===== config.mk =====
export PLATFORM = sky130hd
export DESIGN_NAME = lsm_uop_seq
export DESIGN_NICKNAME = d
export VERILOG_FILES = /design/src/rtl/lsm_pkg.sv /design/src/rtl/lsm_mode_decode.sv /design/src/rtl/lsm_pick_lowest.sv /design/src/rtl/lsm_uop_seq.sv
export SDC_FILE = /design/constraint.sdc
export NUM_CORES = 1
export LEC_CHECK = 0
export BUFFER_PORTS_ARGS = -buffer_cell sky130_fd_sc_hd__buf_4
export CAP_MARGIN = 10
export CORE_MARGIN = 2
export CORE_UTILIZATION = 35
export CTS_CLUSTER_DIAMETER = 40
export CTS_CLUSTER_SIZE = 14
export DETAILED_ROUTE_END_ITERATION = 8
export GPL_TIMING_DRIVEN = 0
export PLACE_DENSITY = 0.66
export SLEW_MARGIN = 10
export SYNTH_ARGS = -nofsm -noshare
export SYNTH_HDL_FRONTEND = slang
export SYNTH_HIERARCHICAL = 1
export SYNTH_SLANG_ARGS = --single-unit

===== constraint.sdc =====
create_clock -name clk -period 6.4 [get_ports clk]
set_input_delay 1.6 -clock clk [delete_from_list [all_inputs] [get_ports clk]]
set_output_delay 1.6 -clock clk [all_outputs]
set_load 0.02 [all_outputs]

===== src/rtl/lsm_pkg.sv =====
package lsm_pkg;
    localparam int REGS  = 16;
    localparam int CNT_W = $clog2(REGS + 1);
    localparam int OFF_W = $clog2(4 * REGS + 1);
    localparam int RN_W  = $clog2(REGS);

    typedef enum logic [1:0] {
        S_IDLE  = 2'd0,
        S_BASE  = 2'd1,
        S_XFER  = 2'd2,
        S_WBACK = 2'd3
    } seq_state_t;

    typedef enum logic [1:0] {
        K_BASE = 2'd0,
        K_XFER = 2'd1,
        K_WB   = 2'd2
    } uop_kind_t;

    localparam logic [31:0] WB_OPCODE = 32'h0240_0000;
endpackage


===== src/rtl/lsm_mode_decode.sv =====
module lsm_mode_decode
    import lsm_pkg::*;
(
    input  logic [31:0]      instr,
    output logic             legal,
    output logic             pre,
    output logic             up,
    output logic             wback,
    output logic             load,
    output logic [RN_W-1:0]  base_rn,
    output logic [REGS-1:0]  list,
    output logic [CNT_W-1:0] n_regs,
    output logic [OFF_W-1:0] start_off
);
    logic [OFF_W-1:0] four_n;

    always_comb begin
        pre     = instr[24];
        up      = instr[23];
        legal   = !instr[22];
        wback   = instr[21];
        load    = instr[20];
        base_rn = instr[16 +: RN_W];
        list    = instr[REGS-1:0];
        n_regs  = '0;
        for (int i = 0; i < REGS; i++) begin
            n_regs = n_regs + CNT_W'(list[i]);
        end
        four_n = OFF_W'({n_regs, 2'b00});
        unique case ({pre, up})
            2'b00:   start_off = (n_regs != '0) ? four_n - OFF_W'(4) : '0;
            2'b01:   start_off = '0;
            2'b10:   start_off = four_n;
            default: start_off = OFF_W'(4);
        endcase
    end
endmodule


===== src/rtl/lsm_pick_lowest.sv =====
module lsm_pick_lowest
    import lsm_pkg::*;
(
    input  logic [REGS-1:0] list,
    output logic [RN_W-1:0] idx,
    output logic [REGS-1:0] rest,
    output logic            rest_empty
);
    always_comb begin
        idx = '0;
        for (int i = REGS - 1; i >= 0; i--) begin
            if (list[i]) idx = RN_W'(i);
        end
        rest       = list & ~(REGS'(1) << idx);
        rest_empty = (rest == '0);
    end
endmodule


===== src/rtl/lsm_uop_seq.sv =====
module lsm_uop_seq
    import lsm_pkg::*;
(
    input  logic        clk,
    input  logic        rst,
    input  logic        in_valid,
    output logic        in_ready,
    input  logic [31:0] in_instr,
    output logic        illegal,
    output logic        out_valid,
    input  logic        out_ready,
    output logic [1:0]  out_kind,
    output logic        out_load,
    output logic [3:0]  out_reg,
    output logic [6:0]  out_offset,
    output logic        out_up,
    output logic [31:0] out_encoding,
    output logic        out_last
);
    seq_state_t       state;
    logic [31:0]      ins_q;
    logic [REGS-1:0]  list_q;
    logic [OFF_W-1:0] off_q;
    logic [CNT_W-1:0] n_q;
    logic             up_q, load_q, wb_q, illegal_q;
    logic [RN_W-1:0]  rn_q;

    logic             d_legal, d_pre, d_up, d_wb, d_load;
    logic [RN_W-1:0]  d_rn;
    logic [REGS-1:0]  d_list;
    logic [CNT_W-1:0] d_n;
    logic [OFF_W-1:0] d_off;
    logic [RN_W-1:0]  pick_idx;
    logic [REGS-1:0]  pick_rest;
    logic             pick_rest_empty;
    logic             accept, fire;

    lsm_mode_decode u_dec (
        .instr     (in_instr),
        .legal     (d_legal),
        .pre       (d_pre),
        .up        (d_up),
        .wback     (d_wb),
        .load      (d_load),
        .base_rn   (d_rn),
        .list      (d_list),
        .n_regs    (d_n),
        .start_off (d_off)
    );

    lsm_pick_lowest u_pick (
        .list       (list_q),
        .idx        (pick_idx),
        .rest       (pick_rest),
        .rest_empty (pick_rest_empty)
    );

    assign accept = in_valid && (state == S_IDLE);
    assign fire   = out_valid && out_ready;

    // state register and sequence context
    always_ff @(posedge clk) begin
        if (rst) begin
            state     <= S_IDLE;
            ins_q     <= '0;
            list_q    <= '0;
            off_q     <= '0;
            n_q       <= '0;
            up_q      <= 1'b0;
            load_q    <= 1'b0;
            wb_q      <= 1'b0;
            rn_q      <= '0;
            illegal_q <= 1'b0;
        end else begin
            illegal_q <= accept && !d_legal;
            unique case (state)
                S_IDLE: begin
                    if (accept && d_legal) begin
                        state  <= S_BASE;
                        ins_q  <= in_instr;
                        list_q <= d_list;
                        off_q  <= d_off;
                        n_q    <= d_n;
                        up_q   <= d_up;
                        load_q <= d_load;
                        wb_q   <= d_wb;
                        rn_q   <= d_rn;
                    end
                end
                S_BASE: begin
                    if (fire) begin
                        if (list_q != '0) state <= S_XFER;
                        else if (wb_q)    state <= S_WBACK;
                        else              state <= S_IDLE;
                    end
                end
                S_XFER: begin
                    if (fire) begin
                        list_q <= pick_rest;
                        off_q  <= up_q ? off_q + OFF_W'(4) : off_q - OFF_W'(4);
                        if (pick_rest_empty) state <= wb_q ? S_WBACK : S_IDLE;
                    end
                end
                S_WBACK: begin
                    if (fire) state <= S_IDLE;
                end
                default: state <= S_IDLE;
            endcase
        end
    end

    // outputs
    always_comb begin
        in_ready     = (state == S_IDLE);
        illegal      = illegal_q;
        out_valid    = 1'b0;
        out_kind     = K_BASE;
        out_load     = 1'b0;
        out_reg      = rn_q;
        out_offset   = '0;
        out_up       = 1'b1;
        out_encoding = '0;
        out_last     = 1'b0;
        unique case (state)
            S_IDLE: ;
            S_BASE: begin
                out_valid    = 1'b1;
                out_encoding = {ins_q[31:16], 16'h0000};
                out_last     = (list_q == '0) && !wb_q;
            end
            S_XFER: begin
                out_valid  = 1'b1;
                out_kind   = K_XFER;
                out_load   = load_q;
                out_reg    = pick_idx;
                out_offset = off_q;
                out_up     = up_q;
                out_last   = pick_rest_empty && !wb_q;
            end
            S_WBACK: begin
                out_valid    = 1'b1;
                out_kind     = K_WB;
                out_offset   = OFF_W'({n_q, 2'b00});
                out_up       = up_q;
                out_encoding = {ins_q[31:28], 28'h0} | WB_OPCODE
                             | (32'(rn_q) << 16) | (32'(rn_q) << 12)
                             | 32'({n_q, 2'b00});
                out_last     = 1'b1;
            end
            default: ;
        endcase
    end
endmodule


* Word-level counts from Yosys, hierarchy flattened
Cells that the tools add are included.
** Word-level totals
- Register bits :: 70
- Logic and storage cells :: 105
- Input bits :: 36
** Cells by class
- Shifts and indexed selects :: 1
- Bitwise operators :: 5
- Multiplexer cells :: 41
- Reduce and logical (&&, ||, !) cells :: 20
- Add/subtract/negate cells :: 18
- Equal/unequal tests :: 10
** Operators by type and width (number)
- 5-bit by 1-bit adder with 5-bit output :: 14
- 4-bit 2-to-1 mux :: 17
- 32-bit one-hot mux with 2 select lines :: 1
- 16-bit logical NOT :: 2
- 16-bit 2-to-1 mux :: 2
- 32-bit by 16-bit bitwise OR with 32-bit output :: 1
- 32-bit by 20-bit bitwise OR with 32-bit output :: 1
- 32-bit by 7-bit bitwise OR with 32-bit output :: 1
- 16-bit one-hot mux with 2 select lines :: 1
- 7-bit 2-to-1 mux :: 4
- 7-bit one-hot mux with 2 select lines :: 2
- 7-bit one-hot mux with 3 select lines :: 1
- 16-bit bitwise AND :: 1
- 16-bit NOT :: 1
- 16-bit nonzero test :: 1
- 1-bit by 4-bit left shift with 16-bit output (first input constant) :: 1
- 2-bit 2-to-1 mux :: 7
- 7-bit by 3-bit subtractor with 7-bit output (second input constant) :: 2
- 2-bit != test (second input constant) :: 4
- 2-bit one-hot mux with 4 select lines :: 1
- 7-bit by 3-bit adder with 7-bit output (second input constant) :: 1
- 2-bit equality test (second input constant) :: 3
- 1-bit logical AND :: 6
- 5-bit AND reduction :: 1
- other kinds (14) :: 19

* Depth between registers and ports, before layout
- Depth in word-level cells :: 23
- Mapped depth :: 17
- Mapped depth without buffers :: 17

* By module
The synthesis kept the hierarchy.
** Modules (own cells, without submodules)
- lsm_uop_seq :: area an instance 2860.2 µm², instances 1, cells each 345
- lsm_mode_decode :: area an instance 807.0 µm², instances 1, cells each 101
- lsm_pick_lowest :: area an instance 461.7 µm², instances 1, cells each 77

* Worst setup path before layout
No wires, ideal clock.
- Path type :: input -> register
- From :: input port in_instr[2]
- To :: register off_q[6]
- Setup time :: 133 ps
- Arrival :: 5554 ps
- Data required time :: 6267 ps
- Slack :: 713 ps
- Stages :: 15
- Cell sequence :: inv_1 -> fa_1 -> fa_1 -> fa_1 -> fa_1 -> fa_1 -> fa_1 -> nor2b_1 -> nand3_1 -> a211oi_2 -> a211oi_1 -> nand2b_1 -> o211ai_1 -> o31ai_1 -> a31oi_1
** Between the ends
- Longest elaborated chain between the ends :: 19
- Elaborated cells between the ends (all ways) :: 20
- Those cells by class :: add/sub: 15; mux: 4; reduce/logical: 1
** Ends and longest elaborated chain
- start, declared :: line lsm_uop_seq.sv:8 : input logic [31:0] in_instr,
- 5-bit by 1-bit adder with 5-bit output * (14 in a row) :: line lsm_mode_decode.sv:27 : n_regs = n_regs + CNT_W'(list[i]);
- 7-bit by 3-bit subtractor with 7-bit output or 5-bit nonzero test (tied branches) :: line lsm_mode_decode.sv:31 : 2'b00: start_off = (n_regs != '0) ? four_n - OFF_W'(4) : '0;
- 7-bit 2-to-1 mux :: line lsm_mode_decode.sv:31
- 7-bit one-hot mux with 3 select lines * :: line lsm_mode_decode.sv:30 : unique case ({pre, up})
- net d_off[6] :: line lsm_uop_seq.sv:32 : logic [OFF_W-1:0] d_off;
- 7-bit 2-to-1 mux * :: line lsm_uop_seq.sv:78 : if (accept && d_legal) begin
- 7-bit one-hot mux with 2 select lines * :: line lsm_uop_seq.sv:76 : unique case (state)
- end signal, assigned :: line lsm_uop_seq.sv:82 : off_q <= d_off;
- end signal, assigned :: line lsm_uop_seq.sv:100 : off_q <= up_q ? off_q + OFF_W'(4) : off_q - OFF_W'(4);
- end, declared :: line lsm_uop_seq.sv:23 : logic [OFF_W-1:0] off_q;
The timed path passes the listed nets; every way through them passes the cells marked *. The select of a mux whose other input is x is not followed.
A chain may end at the register's enable or synchronous reset.

* Worst setup path in the final report
- From :: input port in_instr[7]
- To :: register off_q[6]
** Between the ends
- Longest elaborated chain between the ends :: 14
- Elaborated cells between the ends (all ways) :: 15
- Those cells by class :: add/sub: 10; mux: 4; reduce/logical: 1
** Ends and longest elaborated chain (line)
- 5-bit by 1-bit adder with 5-bit output * (9 in a row) :: lsm_mode_decode.sv:27
- 7-bit by 3-bit subtractor with 7-bit output or 5-bit nonzero test (tied branches) :: lsm_mode_decode.sv:31
- 7-bit 2-to-1 mux :: lsm_mode_decode.sv:31
- 7-bit one-hot mux with 3 select lines * :: lsm_mode_decode.sv:30
- net d_off[6] :: lsm_uop_seq.sv:32
- 7-bit 2-to-1 mux * :: lsm_uop_seq.sv:78
- 7-bit one-hot mux with 2 select lines * :: lsm_uop_seq.sv:76
Marks and branches as above.

==> results_dict.tcl <==
set metrics [dict create \
    status "completed" \
    clock_skew_ps 4.04 \
    r2r_setup_slack_ps 3220 \
    synthesis.area_um2 4120 \
    drc 0 \
    clockBufferDepth 2 \
    row_count 39 \
    grt_overflow 0 \
    hold_viol 0 \
    crit_fanout 5 \
    hold_path_depth 2 \
    htreeDepth 2 \
    max_cap_viol_count 0 \
    io_pins 87 \
    whs_endpoint "ins_q[30]" \
    numCtsBuffers 5 \
    final.period_utilization_pct 91.9 \
    grt_max_degree 19 \
    arrival_ps 6050 \
    power_frac_comb_pct 52.2 \
    switchingPower_uw 741 \
    use_met3_pct 2.27 \
    dr.pass1.iters 5 \
    hold_start "ins_q[30]" \
    power.density_nw_per_um2 333 \
    dpl_worst_slack_ps 223 \
    required_ps 6570 \
    power_frac_clock_pct 19.3 \
    ant_nets 0 \
    cts_setup_buffers 0 \
    dpl.hpwl_um 9150 \
    clock_latency_ps 300 \
    wl_per_cell_um 15.1 \
    ir_drop_v 0.000145 \
    reg2reg_from "list_q[0]" \
    dp_cells 750 \
    drt_iter0_drc 271 \
    power.internal_uw 951 \
    cts-resized-gates 0 \
    die-area_um2 12700 \
    finalWirelength_um 11500 \
    critical_path_class "input pin to flop" \
    antenna-diode-count 0 \
    track_usage_pct 18.0 \
    port_buffers 78 \
    end_kind "flop" \
    core_um2 11500 \
    syn_to_final_growth_pct 23.4 \
    grtUsageMet1_pct 23.2 \
    yosysWarnings 6 \
    final_core_util_pct 44.4 \
    cts_tree "done" \
    slew_violations 0 \
    finalSetupTns_ps 0 \
    clk_pin_slew_ps 80 \
    met2_usage_pct 32.0 \
    clock.fmax_mhz 170 \
    layout-drive-gt1-share_pct 23.9 \
    worst_slew_pin_slew_ps 559 \
    avgSynthCellArea_um2 7.90 \
    r2r-end "state[0]" \
    worst_slack_ps 517 \
    period_needed_ps 5880 \
    grt_pass1_vias 3814 \
    dieHeight_um 113 \
    switching_share_pct 43.8 \
    whs_ps 454 \
    n_fill_cell 1150 \
    die_w_um 113 \
    relSlewSlack_pct 62.8 \
    finalSetupViolations 0 \
    clockRootBuffer "clkbuf_16" \
    instances_no_fill 758 \
    grt_pass1_wl_um 18600 \
    cts_hold_buf 0 \
    vias 3895 \
    rsz0062_at_grt "no" \
    r2r_cells 11 \
    synth_cells 522 \
    nets 676 \
    grt_busiest_layer "met2" \
    p_leak_nw 2.29 \
    pwr-share-seq_pct 28.4 \
    antenna_found_initial 0 \
    start_util_pct 35.9 \
    vias_per_cell 5.14 \
    start_kind "input pin" \
    holdCritPathClass "flop to flop" \
    place_congestion 0.909 \
    cts.sink_count 54 \
]
stage by stage:
step	area (µm²)	total power, mW
floorplan	4150	1.12
detailed placement	4910	1.36
CTS	5090	1.69
global placement	4910	1.32
global route	5090	1.82
finish	5090	1.69
power groups by stage:
stage | combinational [mW] | sequential [mW] | clock (mW)
floorplan | 0.660 | 0.461 | 0
global placement | 0.839 | 0.484 | 0
detailed placement | 0.876 | 0.487 | 0
CTS | 0.880 | 0.479 | 0.330
global route | 0.987 | 0.492 | 0.343
finish | 0.884 | 0.481 | 0.327
cell usage in the layout (no fill, tap or decap), drive strengths merged, types with 2 or more instances in the layout:
master	count
a2111oi	2
a211oi	22
a21boi	7
a21o	12
a21oi	42
a221oi	2
a31oi	6
and2	26
buf	123
clkbuf	15
conb	10
dfxtp	54
fa	11
ha	15
inv	38
maj3	2
mux2	4
mux2i	19
nand2	65
nand2b	11
nand3	6
nand3b	2
nand4	2
nor2	43
nor2b	2
nor3	6
nor4	6
nor4b	3
o211ai	4
o21a	8
o21ai	10
o21bai	2
o31ai	3
or2	4
or3	2
or4	2
or4b	2
xnor2	2
sequential cells by signal (all words and copies together) (netlist names):
signal   flops
state        2
n_q          5
load_q       1
illegal      1
list_q      16
off_q        7
rn_q         4
up_q         1
wb_q         1
ins_q       16
worst max-delay path, stage by stage:
cell and delay (ps):
buf_4 120, fa_1 530, inv_1 50, fa_1 480
fa_1 550, fa_1 430, fa_1 410, fa_1 460
nor2b_1 260, nand3_1 140, a211oi_2 370, a211oi_1 150
nand2b_1 100, o211ai_1 80, o31ai_1 200, a31oi_1 110
cell type report:
cell class / instances / area [µm²] / area share [%]
Multi-Input combinational cell: 382 / 2570 / 50.6
Sequential cell: 54 / 1080 / 21.3
Timing Repair Buffer: 78 / 586 / 11.5
Buffer: 55 / 352 / 6.91
Tap cell: 143 / 179 / 3.52
Inverter: 38 / 143 / 2.80
Clock buffer: 5 / 125 / 2.46
Clock inverter: 3 / 48.8 / 0.959
layer usage:
layer	part of all wire, %	up-vias
li1	-	1941
met1	43	1848
met2	52	96
met3	4.6	10
met4	1.1	0
met5	0	-
worst max path at each step:
stage | from | end | slack (ps) | cells past startpoint
finish | in_instr[7] | off_q[6] | 520 | 16
global route | in_instr[2] | off_q[6] | 220 | 16
CTS | in_instr[7] | off_q[6] | 510 | 16
detailed placement | in_instr[7] | off_q[6] | 220 | 16
global placement | in_instr[7] | off_q[6] | 350 | 16
floorplan | in_instr[2] | off_q[6] | 710 | 15
No activity file was read; power rests on OpenSTA's default activity.
